<file path="src/rtl/sig_fmt_pkg.sv">
package sig_fmt_pkg;

    localparam int NIB_W = 4;

    typedef enum logic [1:0] {
        MODE_ESF   = 2'd0,
        MODE_D4    = 2'd1,
        MODE_E1CAS = 2'd2,
        MODE_RSVD  = 2'd3
    } sig_mode_e;

    // Select the serial bit for nibble position sel (0 = slot bit 5).
    function automatic logic pick_bit(logic [NIB_W-1:0] nib, logic [1:0] sel,
                                      sig_mode_e m);
        if (m == MODE_D4)
            return sel[0] ? nib[2] : nib[3];
        else
            return nib[2'd3 - sel];
    endfunction

endpackage

</file>
<file path="src/rtl/sig_pos_timer.sv">
module sig_pos_timer #(
    parameter int POS_W     = 8,
    parameter int FULL_LEN  = 256,
    parameter int SHORT_LEN = 193
) (
    input  logic             clk,
    input  logic             rst_n,
    input  logic             fsync,
    input  logic             long_frame,
    output logic [POS_W-1:0] pos_q,
    output logic [POS_W-1:0] pos_nxt
);

    localparam logic [POS_W-1:0] FULL_LAST  = POS_W'(FULL_LEN - 1);
    localparam logic [POS_W-1:0] SHORT_LAST = POS_W'(SHORT_LEN - 1);

    typedef struct packed {
        logic [POS_W-1:0] pos;
    } tmr_t;

    tmr_t st_d, st_q;
    logic [POS_W-1:0] last;

    always_comb begin
        st_d = st_q;
        last = long_frame ? FULL_LAST : SHORT_LAST;
        if (fsync)
            st_d.pos = '0;
        else if (st_q.pos >= last)
            st_d.pos = '0;
        else
            st_d.pos = st_q.pos + 1'b1;
    end

    always_ff @(posedge clk) begin
        if (!rst_n) st_q <= '0;
        else        st_q <= st_d;
    end

    assign pos_q   = st_q.pos;
    assign pos_nxt = st_d.pos;


    fsync_align_chk: assert property (@(posedge clk) disable iff (!rst_n)
        fsync |=> pos_q == '0);


    short_wrap_chk: assert property (@(posedge clk) disable iff (!rst_n)
        (!long_frame && pos_q == SHORT_LAST) |=> pos_q == '0);

endmodule

</file>
<file path="src/rtl/sig_bank.sv">
module sig_bank #(
    parameter int ENTRIES = 32,
    parameter int IDX_W   = 5
) (
    input  logic                          clk,
    input  logic                          rst_n,
    input  logic                          wr_en,
    input  logic [IDX_W-1:0]              wr_idx,
    input  logic [sig_fmt_pkg::NIB_W-1:0] wr_nib,
    input  logic                          mf_strobe,
    input  logic                          freeze,
    input  logic [IDX_W-1:0]              rd_idx,
    output logic [sig_fmt_pkg::NIB_W-1:0] rd_nib
);
    import sig_fmt_pkg::*;

    typedef struct packed {
        logic [ENTRIES-1:0][NIB_W-1:0] shadow;
        logic [ENTRIES-1:0][NIB_W-1:0] live;
    } bank_t;

    bank_t st_d, st_q;

    always_comb begin
        st_d = st_q;
        if (mf_strobe && !freeze)
            st_d.live = st_q.shadow;
        if (wr_en)
            st_d.shadow[wr_idx] = wr_nib;
    end

    always_ff @(posedge clk) begin
        if (!rst_n) st_q <= '0;
        else        st_q <= st_d;
    end

    assign rd_nib = st_q.live[rd_idx];


    live_hold_chk: assert property (@(posedge clk) disable iff (!rst_n)
        !mf_strobe |=> $stable(st_q.live));


    freeze_hold_chk: assert property (@(posedge clk) disable iff (!rst_n)
        freeze |=> $stable(st_q.live));

endmodule

</file>
<file path="src/rtl/sig_slot_shaper.sv">
module sig_slot_shaper #(
    parameter int POS_W     = 8,
    parameter int BIT_W     = 3,
    parameter int IDX_W     = 5,
    parameter int T1_CH     = 24,
    parameter int SHORT_LEN = 193,
    parameter int CAS_SLOT  = 16
) (
    input  logic                          clk,
    input  logic                          rst_n,
    input  logic [POS_W-1:0]              pos_nxt,
    input  logic                          long_frame,
    input  logic [1:0]                    mode,
    input  logic [sig_fmt_pkg::NIB_W-1:0] rd_nib,
    output logic                          sig_out,
    output logic                          slot_mark
);
    import sig_fmt_pkg::*;

    typedef struct packed {
        logic [NIB_W-1:0] nib;
        logic             sig;
        logic             mark;
    } shp_t;

    shp_t st_d, st_q;
    sig_mode_e        m;
    logic [BIT_W-1:0] bit_idx;
    logic [IDX_W-1:0] slot;
    logic             slot_ok;
    logic             in_chan;

    always_comb begin
        st_d    = st_q;
        m       = sig_mode_e'(mode);
        bit_idx = pos_nxt[BIT_W-1:0];
        slot    = pos_nxt[POS_W-1:BIT_W];
        in_chan = long_frame || (int'(pos_nxt) < SHORT_LEN - 1);
        if (m == MODE_E1CAS)
            slot_ok = (slot != '0) && (int'(slot) != CAS_SLOT);
        else
            slot_ok = int'(slot) < T1_CH;
        if (bit_idx == '0)
            st_d.nib = (slot_ok && in_chan) ? rd_nib : '0;
        st_d.sig  = bit_idx[BIT_W-1] ? pick_bit(st_d.nib, bit_idx[1:0], m) : 1'b0;
        st_d.mark = (bit_idx == '0) && in_chan;
    end

    always_ff @(posedge clk) begin
        if (!rst_n) st_q <= '0;
        else        st_q <= st_d;
    end

    assign sig_out   = st_q.sig;
    assign slot_mark = st_q.mark;

endmodule

</file>
<file path="src/rtl/sig_stream_fmt.sv">
module sig_stream_fmt #(
    parameter int SLOTS  = 32,
    parameter int T1_CH  = 24,
    parameter int SLOT_W = 8
) (
    input  logic       clk,
    input  logic       rst_n,
    input  logic       fsync,
    input  logic       mf_strobe,
    input  logic       wr_en,
    input  logic [4:0] wr_chan,
    input  logic [3:0] wr_sig,
    input  logic [1:0] mode,
    input  logic       wide_bp,
    input  logic       freeze,
    output logic       sig_out,
    output logic       slot_mark
);
    import sig_fmt_pkg::*;

    localparam int FULL_LEN  = SLOTS * SLOT_W;
    localparam int SHORT_LEN = T1_CH * SLOT_W + 1;
    localparam int POS_W     = $clog2(FULL_LEN);
    localparam int IDX_W     = $clog2(SLOTS);
    localparam int BIT_W     = $clog2(SLOT_W);

    logic [POS_W-1:0] pos_q, pos_nxt;
    logic [IDX_W-1:0] rd_idx;
    logic [NIB_W-1:0] rd_nib;
    logic             long_frame;

    assign long_frame = wide_bp || (mode == MODE_E1CAS);
    assign rd_idx     = pos_nxt[POS_W-1:BIT_W];

    sig_pos_timer #(.POS_W(POS_W), .FULL_LEN(FULL_LEN), .SHORT_LEN(SHORT_LEN)) u_tmr (
        .clk(clk), .rst_n(rst_n), .fsync(fsync), .long_frame(long_frame),
        .pos_q(pos_q), .pos_nxt(pos_nxt)
    );

    sig_bank #(.ENTRIES(SLOTS), .IDX_W(IDX_W)) u_bank (
        .clk(clk), .rst_n(rst_n), .wr_en(wr_en), .wr_idx(wr_chan[IDX_W-1:0]),
        .wr_nib(wr_sig), .mf_strobe(mf_strobe), .freeze(freeze),
        .rd_idx(rd_idx), .rd_nib(rd_nib)
    );

    sig_slot_shaper #(.POS_W(POS_W), .BIT_W(BIT_W), .IDX_W(IDX_W), .T1_CH(T1_CH),
                      .SHORT_LEN(SHORT_LEN), .CAS_SLOT(SLOTS / 2)) u_shp (
        .clk(clk), .rst_n(rst_n), .pos_nxt(pos_nxt), .long_frame(long_frame),
        .mode(mode), .rd_nib(rd_nib), .sig_out(sig_out), .slot_mark(slot_mark)
    );


    upper_quiet_chk: assert property (@(posedge clk) disable iff (!rst_n)
        (pos_q[BIT_W-1] == 1'b0) |-> !sig_out);


    mark_place_chk: assert property (@(posedge clk) disable iff (!rst_n)
        slot_mark |-> pos_q[BIT_W-1:0] == '0);


    d4_repeat_chk: assert property (@(posedge clk) disable iff (!rst_n)
        (mode == MODE_D4 && $past(mode) == MODE_D4 && $past(mode, 2) == MODE_D4
         && $past(mode, 3) == MODE_D4 && pos_q[BIT_W-1:0] == 3'd6
         && $past(pos_q[BIT_W-1:0], 2) == 3'd4)
        |-> sig_out == $past(sig_out, 2));

endmodule

</file>
<file path="config.mk">
export PLATFORM = sky130hd
export DESIGN_NAME = sig_stream_fmt
export DESIGN_NICKNAME = d
export VERILOG_FILES = /design/src/rtl/sig_fmt_pkg.sv /design/src/rtl/sig_pos_timer.sv /design/src/rtl/sig_bank.sv /design/src/rtl/sig_slot_shaper.sv /design/src/rtl/sig_stream_fmt.sv
export SDC_FILE = /design/constraint.sdc
export NUM_CORES = 1
export LEC_CHECK = 0
export BUFFER_PORTS_ARGS = -buffer_cell sky130_fd_sc_hd__buf_2
export CAP_MARGIN = 10
export CORE_MARGIN = 8
export CORE_UTILIZATION = 50
export CTS_CLUSTER_SIZE = 40
export DETAILED_ROUTE_END_ITERATION = 10
export GPL_TIMING_DRIVEN = 0
export PLACE_DENSITY = 0.77
export SLEW_MARGIN = 20
export SYNTH_ARGS = -nofsm -noshare
export SYNTH_HDL_FRONTEND = slang
export SYNTH_SLANG_ARGS = --single-unit
</file>
<file path="constraint.sdc">
create_clock -name clk -period 5.9 [get_ports clk]
set_clock_uncertainty 0.15 [all_clocks]
set_input_delay 1.18 -clock clk [delete_from_list [all_inputs] [get_ports clk]]
set_output_delay 1.18 -clock clk [all_outputs]
set_load 0.02 [all_outputs]
</file>
== Word level (Yosys, flattened, before mapping) ==
Cells that the tools add are included.

* Input bits: 18
* Output and inout bits: 2
* Register bits: 270

* Equal/unequal tests: 3
* $add $sub $neg: 2
* Muxes and demuxes: 15
* Reductions and logical operators: 11
* Order comparisons: 7

{| class="wikitable"
|+ Operators by type and width
! kind !! count
|-
| $bwmux W128 || 1
|-
| $bmux W4 S5 || 1
|-
| $demux W4 S5 || 1
|-
| $mux W4 || 4
|-
| $mux W8 || 2
|-
| $lt A5 B6 Y1 const B || 2
|-
| $add A8 B1 Y8 const B || 1
|-
| $ge A8 B8 Y1 || 1
|-
| $lt A8 B8 Y1 const B || 1
|-
| $mux W6 || 1
|-
| $ge A5 B1 Y1 const B || 1
|-
| $logic_and A1 B1 Y1 || 5
|-
| $lt A5 B5 Y1 const B || 1
|-
| $ne A5 B5 Y1 const B || 1
|-
| $reduce_bool A5 Y1 || 1
|-
| $mux W1 || 4
|-
| $logic_not A3 Y1 || 1
|-
| $lt A2 B3 Y1 const B || 1
|-
| $bmux W1 S2 || 1
|-
| $eq A2 B1 Y1 const B || 1
|-
| $eq A2 B2 Y1 const B || 1
|-
| $logic_or A1 B1 Y1 || 2
|-
| $reduce_and A2 Y1 || 1
|-
| $sub A2 B2 Y2 const A || 1
|-
| $logic_not A1 Y1 || 1
|}

== Longest topological paths before layout ==
* Depth in word-level cells: 15
* Depth in mapped cells: 14

== Hierarchy ==
From an unflattened synthesis, not the netlist that was laid out.

* Cells, all modules: 1311
* Area, all modules: 11788.8 um2

{| class="wikitable"
|+ By module, submodules not included
! module !! area each (um2) !! cells each !! sequential area each (um2) !! instances
|-
| sig_bank || 10935.5 || 1221 || 5124.9 || 1
|-
| sig_pos_timer || 544.3 || 56 || 160.2 || 1
|-
| sig_slot_shaper || 297.8 || 32 || 120.1 || 1
|-
| sig_stream_fmt || 11.3 || 2 || 0.0 || 1
|}

== Worst setup path after synthesis ==
No wires, ideal clock.

* Path type: input port to flip-flop
* From: input mode[1]
* To: register u_shp.st_q, in the netlist u_shp.sig_out
* Cell stages on the path: 12
* Slack: 1.777 ns
* Arrival time: 3.846 ns
* Buffers on the path: 1
* Path through: nor2b_1 nor2_1 ha_1 nor3_1 nand2_1 a221oi_1 clkbuf_1 o2111ai_1 a22o_1 a22o_1 o41ai_2 a211oi_1

* Longest elaborated chain between the ends: 15
* Elaborated cells between the ends (all ways): 26
* Classes of those cells: add/sub: 1; order compare: 3; eq/ne: 3; mux: 12; reduce/logical: 7

{| class="wikitable"
|+ RTL lines
! element !! line !! text
|-
| start, declared || sig_stream_fmt.sv:13 || <nowiki>input logic [1:0] mode,</nowiki>
|-
| parallel branches: the longest is 15 deep, another holds $ge A8 B8 Y1 || - ||
|-
| end signal, assigned || sig_slot_shaper.sv:51 || <nowiki>else st_q <= st_d;</nowiki>
|-
| end, declared || sig_slot_shaper.sv:26 || <nowiki>shp_t st_d, st_q;</nowiki>
|}

Several ways; the timed one is not identified. The select of a mux whose other input is x is not followed.
A chain may end at the register's enable or synchronous reset.

== Worst setup path in the final report ==
Same ends and word-level chain as after synthesis.

==> results.md <==
* Final setup fails at 0
* Synth Area in XOR/XNOR at 0.794%
* Synth area leaders: dfxtp_1 49%, nand2_1 13%, a21oi_1 9.6%, mux2i_1 6.0%, nand3_1 3.6%
* Period utilisation layout at ~87%
* Min Tclk post-route at 5.14 ns
* Largest net degree at the start of global routing at 14
* Grt total ovfl at 0
* Slew margin rel. at 19.9%
* Internal at 3060 uW
* Mux share of post-synthesis cell area at roughly 7.5%
* Combinational family with the most area after synthesis: simple AND/OR/NAND/NOR gates
* First-pass GRT wire length at 54100 microns
* Vias in the first global route at 9665
* Max-Cap Viols at 0
* Adder-cell share of the synthesized area at 0.227%
* HP Class: flop to flop
* Crit end category: flop
* Inst Count DP at 1679
* Beginning of the worst hold path: u_bank.st_q[212]
* Final antenna-violating net count at 0
* F_max at 194 MHz
* Number of flops mapped to enable cells by yosys at 0
* Design Power at 3950 uW
* Final GP Congestion at between 0.9 and 1
* Max-slew violations at 0
* R2R Path Start: u_tmr.pos_q[1]
* Simple-gate share of the synthesized area at approximately a quarter
* Most used DFF post-synth: dfxtp_1
* First drt pass iteration count at 5
* Final Util at 57.6%
* Post-synth top area share at between 40% and 50%
* Initial DRC Count at 1442
* Final nets at 1450
* GR Util met2 at 41.2%
* Cell taking the most area after synthesis: dfxtp_1
* Via count at 10400
* Core Area at 21800 sq um
* Clock sinks at 270
* Drt drc at 0
* Die area at roughly 27000 sq um
* Sequential share of power at 46.5%
* Sw Ratio at a little under a quarter
* Outcome: finished clean
* Setup crit start: mode[1]
* Final wirelength at 35100 microns
* Pwr Density at approximately 320 nW/um^2
* Non-filler instance count after layout at 1732
* Sw Pwr at 889 uW
* Synth Instances at between 1000 and 1500
* Initial Utilization at 50.7%
* Final hold vios at 0
* Compound-cell area share of the yosys netlist at 15.3%
* Clock share of power at 48.9%
* YS warnings at 0
* Synth cell types at 61
* Worst-skew pair later-pin latency at roughly 0.54 ns
* RSZ-0062 raised after global routing: false
* Post-synthesis async set-or-reset flop share at 0%
* Chip height at 164 microns
* Sum Neg Setup Slack at 0 ns
* # Post-CTS Setup Buffers at 0
* Worst-Margin Slew at 1.19 ns
* Post-CTS sizing at 0
* CTS H-Tree Depth at 1
* I/O pins at 20
* Area grow syn2layout at 13.6%
* Post-Syn Area at approximately 11000 sq um
* Met1 Resource Use GR at 33.3%
* FP Rows at 54
* Met3 Track Usage GR at 4.06%
* Max VDD drop at between 0.00015 and 0.0002 V
* Gr usage total at 25.6%
* Kind of start point of the critical path: primary input
* Clock input transition at the sequential cells of the worst setup and hold paths at approximately 0.06 ns
* Comb power frac at 4.6%
* Max clock buf depth at 3
* Avg Cell Area, Syn at around 8.0 sq um
* Critical Path AT at between 5 and 6 ns
* Worst EP required at between 6 and 7 ns
* Share of cells above drive strength 1 at 6.75%
* WL/cell at 20.3 microns
* Yosys reg bits at between 200 and 300
* Initial antenna violation count at 0
* Die X at 164 microns
* Vias per cell at 6.00
* Sequential fraction of the synthesis area at 49.0%
* Reg-to-reg setup timing slack at 1.43 ns
* Gr busiest metal: met2
* I/O Buffers at 19
* HPWL Detailed at about 24000 microns
* CTS tree: built
* Antenna Diode Count at 0
* Setup Crit Path Kind: primary input to flop
* Synth Net Count at 1400
* Crit path max fanout at 10
* CTS buffer count at 28
* Cts-stage hold buffer count at 0
* Static leakage at about 0.0040 uW
* Clock root buffer: clkbuf_16
-- cell families after synthesis --
family / Yosys count
flip-flops: 270
AND/OR/NAND/NOR: 618
multiplexers: 77
XOR/XNOR: 10
AO/OA/AOI/OAI: 297
adder cells (fa/ha/maj): 2
buffers and inverters: 106
-- power groups by stage --
| stage | clock network (uW) | logic (uW) | registers (uW) |
|---|---|---|---|
| 3_5_place_dp | 0 | 173 | 1880 |
| 3_3_place_gp | 0 | 171 | 1880 |
| 4_1_cts | 1940 | 175 | 1840 |
| 6_report | 1930 | 182 | 1840 |
| 5_1_grt | 2020 | 192 | 1840 |
| 2_1_floorplan | 0 | 105 | 1880 |
-- cell usage after synthesis (all sizes together) (8+ instances only) --
library cell,n
and3,9
nand2,392
dfxtp,270
nor2,104
clkbuf,89
o21ai,17
xnor2,8
mux2i,66
buf,14
a21oi,211
a31oi,13
nand3,80
-- path summary, 6_finish.rpt --
check,to,cells after the start
worst min-delay path,u_bank.st_q[84],2
worst max-delay path,u_shp.sig_out,13
worst max register to register,u_shp.sig_out,10
worst min register to register,u_bank.st_q[84],2
-- flip-flops by register name (all words and copies together), names as in the netlist --
signal           flops
u_tmr.pos_q          8
u_shp.slot_mark      1
u_shp.st_q           4
u_shp.sig_out        1
u_bank.st_q        256
-- routing by layer --
| layer | routed length (microns) | share of wire [%] |
|---|---|---|
| met5 | 0 | 0 |
| met1 | 14300 | 41 |
| met4 | 1580 | 4.5 |
| met2 | 15900 | 45 |
| met3 | 3330 | 9.5 |
-- final cells by class --
| cell class | instances | area [sq um] |
|---|---|---|
| fillers | 1990 | 9230 |
| flip-flops and latches | 270 | 5410 |
| multi-input cells | 1004 | 5230 |
| clock buffers | 43 | 878 |
| plain buffers | 103 | 410 |
| well taps | 280 | 350 |
| clock inverters | 9 | 145 |
| repair buffers | 20 | 100 |
| inverters | 3 | 11.3 |
-- worst max-delay path: stages --
cell and delay, ns:
buf_2 0.11, nor2b_1 0.36, nor2_1 0.12, ha_1 0.31, a21oi_1 0.17, o22ai_1 0.12, a221oi_1 0.54, clkbuf_1 0.61
nand2_1 0.43, a2111oi_0 0.91, a311oi_1 0.13, a21oi_1 0.29, a211oi_1 0.12
-- metrics by stage --
stage / setup WS [ns] / hold slack, ns / area (sq um)
6_report: 0.758 / 0.301 / 12500
2_1_floorplan: 1.78 / 0.278 / 11000
3_5_place_dp: 0.0747 / 0.292 / 11500
3_3_place_gp: 0.0839 / 0.288 / 11500
5_1_grt: 0.673 / 0.317 / 12500
4_1_cts: 0.634 / 0.303 / 12500
-- layout by cell type (no fill, tap or decap), types with 6 or more instances in the layout --
cell type and n:
mux2_2 7, o211ai_1 6, o221ai_1 7, nand2_1 392
nor2_1 104, a31oi_1 13, buf_1 7, clkbuf_8 10
a21oi_1 211, mux2i_1 66, o21ai_0 17, dfxtp_1 270
buf_2 23, o22ai_1 7, clkbuf_16 29, and3_1 8
nand3_1 79, clkbuf_1 93
No activity file was read; power rests on OpenSTA's default activity.
